`src/rtl/nru_pkg.sv`:
```
package nru_pkg;
  typedef enum logic {
    SWEEP_IDLE = 1'b0,
    SWEEP_RUN  = 1'b1
  } sweep_state_e;
endpackage

```
`src/rtl/nru_frame_flags.sv`:
```
module nru_frame_flags #(
  parameter int NUM_FRAMES = 16,
  parameter int IDX_W      = $clog2(NUM_FRAMES)
) (
  input  logic                  clk,
  input  logic                  rst,
  input  logic                  acc_valid,
  input  logic [IDX_W-1:0]      acc_frame,
  input  logic                  acc_write,
  input  logic                  clr_en,
  input  logic [IDX_W-1:0]      clr_idx,
  output logic [NUM_FRAMES-1:0] used_vec,
  output logic [NUM_FRAMES-1:0] mod_vec
);
  logic [NUM_FRAMES-1:0] used_q;
  logic [NUM_FRAMES-1:0] mod_q;

  for (genvar g = 0; g < NUM_FRAMES; g++) begin : g_frame
    logic hit_acc;
    logic hit_clr;
    assign hit_acc = acc_valid && (acc_frame == IDX_W'(g));
    assign hit_clr = clr_en && (clr_idx == IDX_W'(g));

    always_ff @(posedge clk) begin
      if (rst) begin
        used_q[g] <= 1'b0;
        mod_q[g]  <= 1'b0;
      end else begin
        // an access in the same cycle as a sweep clear wins
        if (hit_acc)      used_q[g] <= 1'b1;
        else if (hit_clr) used_q[g] <= 1'b0;
        if (hit_acc && acc_write) mod_q[g] <= 1'b1;
      end
    end
  end

  assign used_vec = used_q;
  assign mod_vec  = mod_q;

  AST_ACCESS_MARKS_USED: assert property (@(posedge clk) disable iff (rst)
    acc_valid |=> used_q[$past(acc_frame)]) else $error("access did not set used flag");

  AST_STORE_MARKS_MOD: assert property (@(posedge clk) disable iff (rst)
    (acc_valid && acc_write) |=> mod_q[$past(acc_frame)]) else $error("store did not set modified flag");

  AST_MOD_STICKY: assert property (@(posedge clk) disable iff (rst)
    $past(!rst) |-> ((mod_q & $past(mod_q)) == $past(mod_q))) else $error("modified flag dropped");
endmodule

```
`src/rtl/nru_sweep.sv`:
```
module nru_sweep
  import nru_pkg::*;
#(
  parameter int NUM_FRAMES = 16,
  parameter int IDX_W      = $clog2(NUM_FRAMES)
) (
  input  logic                  clk,
  input  logic                  rst,
  input  logic                  req_valid,
  input  logic                  req_clean_pref,
  input  logic                  acc_valid,
  input  logic [IDX_W-1:0]      acc_frame,
  input  logic [NUM_FRAMES-1:0] used_vec,
  input  logic [NUM_FRAMES-1:0] mod_vec,
  output logic                  clr_en,
  output logic [IDX_W-1:0]      clr_idx,
  output logic                  busy,
  output logic                  done,
  output logic [IDX_W-1:0]      victim_idx,
  output logic                  victim_dirty
);
  localparam int               CNT_W    = IDX_W + 1;
  localparam logic [IDX_W-1:0] LAST_IDX = IDX_W'(NUM_FRAMES - 1);
  localparam logic [CNT_W-1:0] FULL_REV = CNT_W'(NUM_FRAMES);

  sweep_state_e     state_q;
  logic [IDX_W-1:0] hand_q;
  logic [CNT_W-1:0] seen_q;
  logic             pref_q;
  logic             done_q;
  logic [IDX_W-1:0] vidx_q;
  logic             vdirty_q;

  logic             touched;
  logic             eff_used;
  logic             clean_phase;
  logic             pick;
  logic [IDX_W-1:0] hand_nxt;

  always_comb begin
    touched     = acc_valid && (acc_frame == hand_q);
    eff_used    = used_vec[hand_q] | touched;
    clean_phase = pref_q && (seen_q < FULL_REV);
    pick        = !eff_used && (!clean_phase || !mod_vec[hand_q]);
    hand_nxt    = (hand_q == LAST_IDX) ? '0 : hand_q + 1'b1;
  end

  assign clr_en  = (state_q == SWEEP_RUN);
  assign clr_idx = hand_q;

  always_ff @(posedge clk) begin
    if (rst) begin
      state_q  <= SWEEP_IDLE;
      hand_q   <= '0;
      seen_q   <= '0;
      pref_q   <= 1'b0;
      done_q   <= 1'b0;
      vidx_q   <= '0;
      vdirty_q <= 1'b0;
    end else begin
      done_q <= 1'b0;
      case (state_q)
        SWEEP_IDLE: begin
          if (req_valid) begin
            state_q <= SWEEP_RUN;
            seen_q  <= '0;
            pref_q  <= req_clean_pref;
          end
        end
        SWEEP_RUN: begin
          hand_q <= hand_nxt;
          if (seen_q != FULL_REV) seen_q <= seen_q + 1'b1;
          if (pick) begin
            state_q  <= SWEEP_IDLE;
            done_q   <= 1'b1;
            vidx_q   <= hand_q;
            vdirty_q <= mod_vec[hand_q];
          end
        end
        default: state_q <= SWEEP_IDLE;
      endcase
    end
  end

  assign busy         = (state_q == SWEEP_RUN);
  assign done         = done_q;
  assign victim_idx   = vidx_q;
  assign victim_dirty = vdirty_q;

  AST_HAND_ONE_STEP: assert property (@(posedge clk) disable iff (rst)
    (busy && $past(busy)) |-> (hand_q == (($past(hand_q) == LAST_IDX) ? '0 : $past(hand_q) + 1'b1)))
    else $error("hand skipped a frame");

  AST_HAND_AFTER_PICK: assert property (@(posedge clk) disable iff (rst)
    done |-> (hand_q == ((victim_idx == LAST_IDX) ? '0 : victim_idx + 1'b1)))
    else $error("hand not parked after victim");

  AST_DONE_SINGLE: assert property (@(posedge clk) disable iff (rst)
    done |=> !done) else $error("done longer than one cycle");

  AST_START_ON_REQ: assert property (@(posedge clk) disable iff (rst)
    $rose(busy) |-> $past(req_valid)) else $error("sweep without request");

  AST_TOUCHED_SPARED: assert property (@(posedge clk) disable iff (rst)
    done |-> !($past(acc_valid) && ($past(acc_frame) == victim_idx)))
    else $error("frame accessed in its own examination was picked");

  AST_CLEAN_PICK: assert property (@(posedge clk) disable iff (rst)
    (done && $past(pref_q) && ($past(seen_q) < FULL_REV)) |-> !victim_dirty)
    else $error("clean-preferred pick was modified");
endmodule

```
`src/rtl/nru_victim_select.sv`:
```
module nru_victim_select #(
  parameter int NUM_FRAMES = 16,
  parameter int IDX_W      = $clog2(NUM_FRAMES)
) (
  input  logic             clk,
  input  logic             rst,
  input  logic             acc_valid,
  input  logic [IDX_W-1:0] acc_frame,
  input  logic             acc_write,
  input  logic             req_valid,
  input  logic             req_clean_pref,
  output logic             busy,
  output logic             done,
  output logic [IDX_W-1:0] victim_idx,
  output logic             victim_dirty
);
  logic [NUM_FRAMES-1:0] used_vec;
  logic [NUM_FRAMES-1:0] mod_vec;
  logic                  clr_en;
  logic [IDX_W-1:0]      clr_idx;

  nru_frame_flags #(.NUM_FRAMES(NUM_FRAMES), .IDX_W(IDX_W)) u_flags (
    .clk       (clk),
    .rst       (rst),
    .acc_valid (acc_valid),
    .acc_frame (acc_frame),
    .acc_write (acc_write),
    .clr_en    (clr_en),
    .clr_idx   (clr_idx),
    .used_vec  (used_vec),
    .mod_vec   (mod_vec)
  );

  nru_sweep #(.NUM_FRAMES(NUM_FRAMES), .IDX_W(IDX_W)) u_sweep (
    .clk            (clk),
    .rst            (rst),
    .req_valid      (req_valid),
    .req_clean_pref (req_clean_pref),
    .acc_valid      (acc_valid),
    .acc_frame      (acc_frame),
    .used_vec       (used_vec),
    .mod_vec        (mod_vec),
    .clr_en         (clr_en),
    .clr_idx        (clr_idx),
    .busy           (busy),
    .done           (done),
    .victim_idx     (victim_idx),
    .victim_dirty   (victim_dirty)
  );
endmodule

```
`config.mk`:
```
export PLATFORM = sky130hd
export DESIGN_NAME = nru_victim_select
export DESIGN_NICKNAME = d
export VERILOG_FILES = /design/src/rtl/nru_pkg.sv /design/src/rtl/nru_frame_flags.sv /design/src/rtl/nru_sweep.sv /design/src/rtl/nru_victim_select.sv
export SDC_FILE = /design/constraint.sdc
export NUM_CORES = 1
export LEC_CHECK = 0
export ABC_AREA = 1
export BUFFER_PORTS_ARGS = -buffer_cell sky130_fd_sc_hd__buf_2
export CORE_MARGIN = 5
export CORE_UTILIZATION = 59
export CTS_CLUSTER_SIZE = 28
export DETAILED_ROUTE_END_ITERATION = 10
export GPL_ROUTABILITY_DRIVEN = 0
export GPL_TIMING_DRIVEN = 0
export HOLD_SLACK_MARGIN = 0.06
export PLACE_DENSITY = 0.89
export SLEW_MARGIN = 25
export SYNTH_ARGS = -nofsm -noshare
export SYNTH_HDL_FRONTEND = slang
export SYNTH_HIERARCHICAL = 1
export SYNTH_SLANG_ARGS = --single-unit
```
`constraint.sdc`:
```
create_clock -name clk -period 2.35 [get_ports clk]
set_clock_uncertainty 0.2 [all_clocks]
set_input_delay 0.47 -clock clk [delete_from_list [all_inputs] [get_ports clk]]
set_output_delay 0.47 -clock clk [all_outputs]
set_load 0.01 [all_outputs]
```
Yosys cells after proc, flatten, opt, wreduce, memory -nomap -nowiden
Index checks and enable logic that the tools add are counted.
{"block": "classes", "addsub": 2, "order_cmp": 2, "eq_ne": 34, "mux": 44, "bitwise_logic": 2, "n_reduce_logical": 77}
{"operator": "$eq A4 B4 Y1 const B", "count": 16}
{"operator": "$logic_and A1 B1 Y1", "count": 51}
{"operator": "$mux W1", "count": 37}
{"operator": "$eq A4 B3 Y1 const B", "count": 8}
{"operator": "$reduce_bool A2 Y1", "count": 16}
{"operator": "$eq A4 B2 Y1 const B", "count": 4}
{"operator": "$mux W5", "count": 2}
{"operator": "$pmux W5 S2", "count": 1}
{"operator": "$bmux W1 S4", "count": 2}
{"operator": "$eq A4 B1 Y1 const B", "count": 2}
{"operator": "$logic_not A4 Y1", "count": 2}
{"operator": "$reduce_and A2 Y1", "count": 3}
{"operator": "$add A5 B1 Y5 const B", "count": 1}
{"operator": "$lt A4 B5 Y1 const B", "count": 1}
{"operator": "$lt A5 B5 Y1 const B", "count": 1}
{"operator": "$ne A5 B5 Y1 const B", "count": 1}
{"operator": "$add A4 B1 Y4 const B", "count": 1}
{"operator": "$eq A4 B4 Y1", "count": 1}
{"operator": "$mux W4", "count": 1}
{"operator": "$ne A2 B2 Y1 const B", "count": 2}
{"operator": "$logic_not A1 Y1", "count": 3}
{"operator": "$pmux W1 S2", "count": 1}
{"operator": "$reduce_or A2 Y1", "count": 1}
{"operator": "$logic_or A1 B1 Y1", "count": 1}
{"operator": "2 further kinds", "count": 2}
{"block": "word_totals", "register_bits": 49, "in_bits": 10, "output_inout_bits": 7, "elab_cells": 200}

Longest topological paths before layout
{"block": "logic_depth", "depth_word": 7, "mapped_depth": 12, "depth_no_buf": 12}

Cells and area by module
The synthesis kept the hierarchy.
{"module": "nru_frame_flags", "n_inst": 1, "cells_each": 191, "area_per_inst_um2": 1358.8, "seq_area_each_um2": 640.6}
{"module": "nru_sweep", "n_inst": 1, "cells_each": 223, "area_per_inst_um2": 1256.2, "seq_area_each_um2": 340.3}

Least setup slack after synthesis
No wires, ideal clock.
{"block": "synth_timing", "kind": "register to register", "from": "reg u_sweep.hand_q[0], in the netlist u_sweep/clr_idx[0]", "to": "reg u_sweep.vidx_q[1], in the netlist u_sweep/victim_idx[1]", "setup_ps": 115, "arrival_time_ps": 1344, "t_required_ps": 2035, "setup_slack_ps": 691, "path_stages_with_launch": 11, "path_buffers": 1, "synth_period_minus_slack_ps": 1659, "path_cell_list": "dfxtp_1 inv_2 buf_6 nand2_1 nand3_1 nand3_1 nand2_1 nor2_1 nand4_1 nand4_1 nand2_1"}
{"block": "synth_between", "elab_chain_len": 6, "elab_cells_between_ends": 12, "classes_between": "eq/ne: 1; mux: 4; bitwise: 1; reduce/logical: 6"}
{"element": "start, declared", "line_no": "nru_sweep.sv:27", "text": "logic [IDX_W-1:0] hand_q;"}
{"element": "start signal, assigned", "line_no": "nru_sweep.sv:71", "text": "hand_q <= hand_nxt;"}
{"element": "$bmux W1 S4 (tied with other cells)", "line_no": "nru_sweep.sv:42", "text": "eff_used = used_vec[hand_q] | touched;"}
{"element": "$mux W1 (implied by the code) (tied with other cells)", "line_no": "nru_sweep.sv:42"}
{"element": "$or A1 B1 Y1 or $logic_not A1 Y1 (tied branches)", "line_no": "nru_sweep.sv:42, nru_sweep.sv:44"}
{"element": "$logic_not A1 Y1 or $logic_or A1 B1 Y1 (tied branches)", "line_no": "nru_sweep.sv:44", "text": "pick = !eff_used && (!clean_phase || !mod_vec[hand_q]);"}
{"element": "$logic_and A1 B1 Y1 (*)", "line_no": "nru_sweep.sv:44"}
{"element": "$reduce_and A2 Y1 (no source line) (*)"}
{"element": "end signal, assigned", "line_no": "nru_sweep.sv:76", "text": "vidx_q <= hand_q;"}
{"element": "end, declared", "line_no": "nru_sweep.sv:31", "text": "logic [IDX_W-1:0] vidx_q;"}
Every way passes the cells marked *; elsewhere a longest branch is shown, timed or not. The select of a mux whose other input is x is not followed.
A chain may end at the register's enable or synchronous reset.

Worst setup path after layout
{"block": "layout_timing", "from": "reg u_sweep.hand_q[1], in the netlist u_sweep/clr_idx[1]", "to": "reg u_sweep.vidx_q[1], in the netlist u_sweep/victim_idx[1]"}
{"block": "layout_between", "elab_chain_len": 6, "elab_cells_between_ends": 12, "classes_between": "eq/ne: 1; mux: 4; bitwise: 1; reduce/logical: 6"}
{"element": "$bmux W1 S4 (tied with other cells)", "line_no": "nru_sweep.sv:42"}
{"element": "$mux W1 (implied by the code) (tied with other cells)", "line_no": "nru_sweep.sv:42"}
{"element": "$or A1 B1 Y1 or $logic_not A1 Y1 (tied branches)", "line_no": "nru_sweep.sv:42, nru_sweep.sv:44"}
{"element": "$logic_not A1 Y1 or $logic_or A1 B1 Y1 (tied branches)", "line_no": "nru_sweep.sv:44"}
{"element": "$logic_and A1 B1 Y1", "line_no": "nru_sweep.sv:44"}
{"element": "$reduce_and A2 Y1 (no source line)"}
Several ways; a longest one is shown, not always the timed one. The select of a mux whose other input is x is not followed.

==> key figures <==
Power and ir drop
  • Worst vdd ir: 310 µV
  • Static Leakage: 1.23 nW
  • PD cells: 600 mW/mm²

Finish
  • Share of cells above drive strength 1: 9.40%
  • Final net count: 449
  • Inserted Diodes: 0
  • Core Util, Final: 66.1%
  • Area grow syn2layout: 9.33%

Logic synthesis
  • Leading post-synthesis cells by cell area: dfxtp_1 38%, nand2_1 16%, nand3_1 11%
  • Most frequent cells after synthesis: 109 x nand2_1, 74 x inv_1, 59 x nand3_1, 49 x dfxtp_1, 43 x a21oi_1
  • Synth Register Bits: 49
  • Syn Area/Cell: 6.32 µm²
  • Most frequent cell after synthesis: nand2_1
  • Top cell type's share of synthesized area: 37.5%
  • EDFF count, synth: 0
  • Cell variety after synth: 22
  • Syn Inst Count: 414
  • Synth Warn #: 6
  • Asr flop ratio synth: 0%
  • Synth area leader: dfxtp_1
  • Synth Cell Area: 0.00262 mm²
  • Post-synthesis sequential area ratio: 37.5%
  • Main flop type after synthesis: dfxtp_1
  • Syn Nets: 427

Clock network
  • CTS Buf Count: 5
  • Root buf cell: clkbuf_8
  • CTS tree: yes
  • Clock latency on the worst-skew pair: 300 ps
  • Hold_buf cts: 0
  • Clock transition at path regs: 90 ps
  • Post_cts resized: 0
  • H-Tree Level Count: 2
  • Postcts setup bufs: 0
  • Clk sinks: 49
  • Max clock buf depth: 2

Run status
  • Status: completed

Worst setup path
  • WS Path Type: flip-flop to flip-flop
  • Critical Path Fanout Max: 10
  • Worst setup SP type: flip-flop
  • Worst EP required: 2340 ps
  • CP Capture Type: flip-flop
  • WP data arrival: 2070 ps

GRT
  • Pin count of the biggest net entering global routing: 15
  • GR Overflow Total: 0
  • Vias in the first global route: 2,438
  • All-Layer GR Usage: 22.6%
  • First-pass GRT wire length: 10.9 mm
  • Initial antenna violation count: 0

STA
  • Pins over their slew limit: 0
  • Highest Clock Rate: 0.482 GHz
  • Setup TNS: 0 ps
  • Endpoints failing setup: 0
  • Fin crit share: 88.2%
  • Fin. Hold Viols: 0
  • Fin crit period: 2070 ps
  • Least-Margin Pin Slew: 576 ps
  • Slew HR: 61.5%
  • RSZ-0062 raised after global routing: no

Drt
  • Final WL: 6.30 mm
  • Via count: 2,599
  • First drt pass iteration count: 4
  • First-iteration detailed-routing DRC count: 251
  • # DRC: 0
  • ANT nets after route: 0
  • Wire per inst: 12.9 µm
  • Vias per cell: 5.33

Place
  • Detail Placement HPWL: 4.57 mm
  • Port Buffers: 15

Die
  • Height of the die: 76.6 µm
  • Core Rows: 24
  • Die X: 76.6 µm
  • I/O pins: 17
  • Die ar.: 0.00586 mm²
  • Initial core utilization: 60.5%
  • Core region area: 0.00432 mm²

Worst hold path
  • Hold WC Path Type: primary input to flip-flop

Flow run
  • MaxCap Viol Count: 0
==> cell usage in the layout (no fill, tap or decap), types with 3 or more instances in the layout <==
cell type	n
ha_1	3
o21ai_0	10
buf_4	3
clkbuf_1	5
clkbuf_8	5
inv_1	74
nand4_1	12
inv_2	3
nor2_2	3
buf_2	22
nor2_1	24
dfxtp_1	49
nand3_1	59
a21oi_1	43
nand2_1	109
==> final cells by class <==
cell class	count	area (µm²)
Multi-Input combinational cell	271	1250
Timing Repair Buffer	15	75.1
Sequential cell	49	981
Clock inverter	2	35.0
Buffer	16	87.6
Inverter	78	293
Tap cell	52	65.1
Clock buffer	5	68.8
Fill cell	394	1470
==> report_power, final <==
group / switching [W] / total [W] / internal, W
clock: 0.000265 / 0.000574 / 0.000309
combinational: 0.000185 / 0.000268 / 0.0000833
sequential: 0.0000217 / 0.000875 / 0.000853
==> worst paths after layout <==
check | start | endpoint | slack (ps) | cells after the start
worst min-delay path | req_clean_pref | u_sweep/pref_q | 230 | 3
worst max register to register | u_sweep/clr_idx[1] | u_sweep/victim_idx[1] | 280 | 10
worst min register to register | u_flags/mod_vec[6] | u_flags/mod_vec[6] | 250 | 2
worst max-delay path | u_sweep/clr_idx[1] | u_sweep/victim_idx[1] | 280 | 10
==> per-layer routing <==
metal,global-route usage (%),vias up,routed length [µm]
met2,37.6,97,2960
met5,0,-,0
met4,8.39,0,106
met1,28.5,1149,2750
li1,-,1342,-
met3,4.85,11,475
==> through the flow <==
step	cells	cell area (µm²)	hold WS, ps	power (W)	setup WS (ps)
after floorplan	414	2620	224	0.00108	691
after global placement	481	2760	228	0.00115	349
after detailed placement	481	2760	242	0.00115	327
after CTS	488	2860	219	0.00172	292
after global routing	488	2860	213	0.00180	71.2
final	488	2860	228	0.00172	277
==> worst max-delay path, cell delays in order (launching register included) <==
cell     delay, ps
dfxtp_1        570
buf_2          340
nand2_1         80
nand2_1         60
nor2_1          40
nand3_1        120
nand2_1         70
nor2_1         120
nand4_1        180
nand4_1        120
nand2_1         60
==> cell families after synthesis <==
family          Yosys count  share of synthesized area (%)
simple gates            211                           35.1
buf+inv                  94                           14.5
compound gates           55                           10.7
flops                    49                           37.5
fa+ha+maj                 3                           1.44
xor+xnor                  2                          0.670
==> flip-flops by register name (all words and copies together), names as in the netlist, 4 cells and up <==
register and cells:
u_flags/mod_vec 16, u_flags/used_vec 16, u_sweep/seen_q 5, u_sweep/clr_idx 4
u_sweep/victim_idx 4
(Power assumes the default switching activity.)
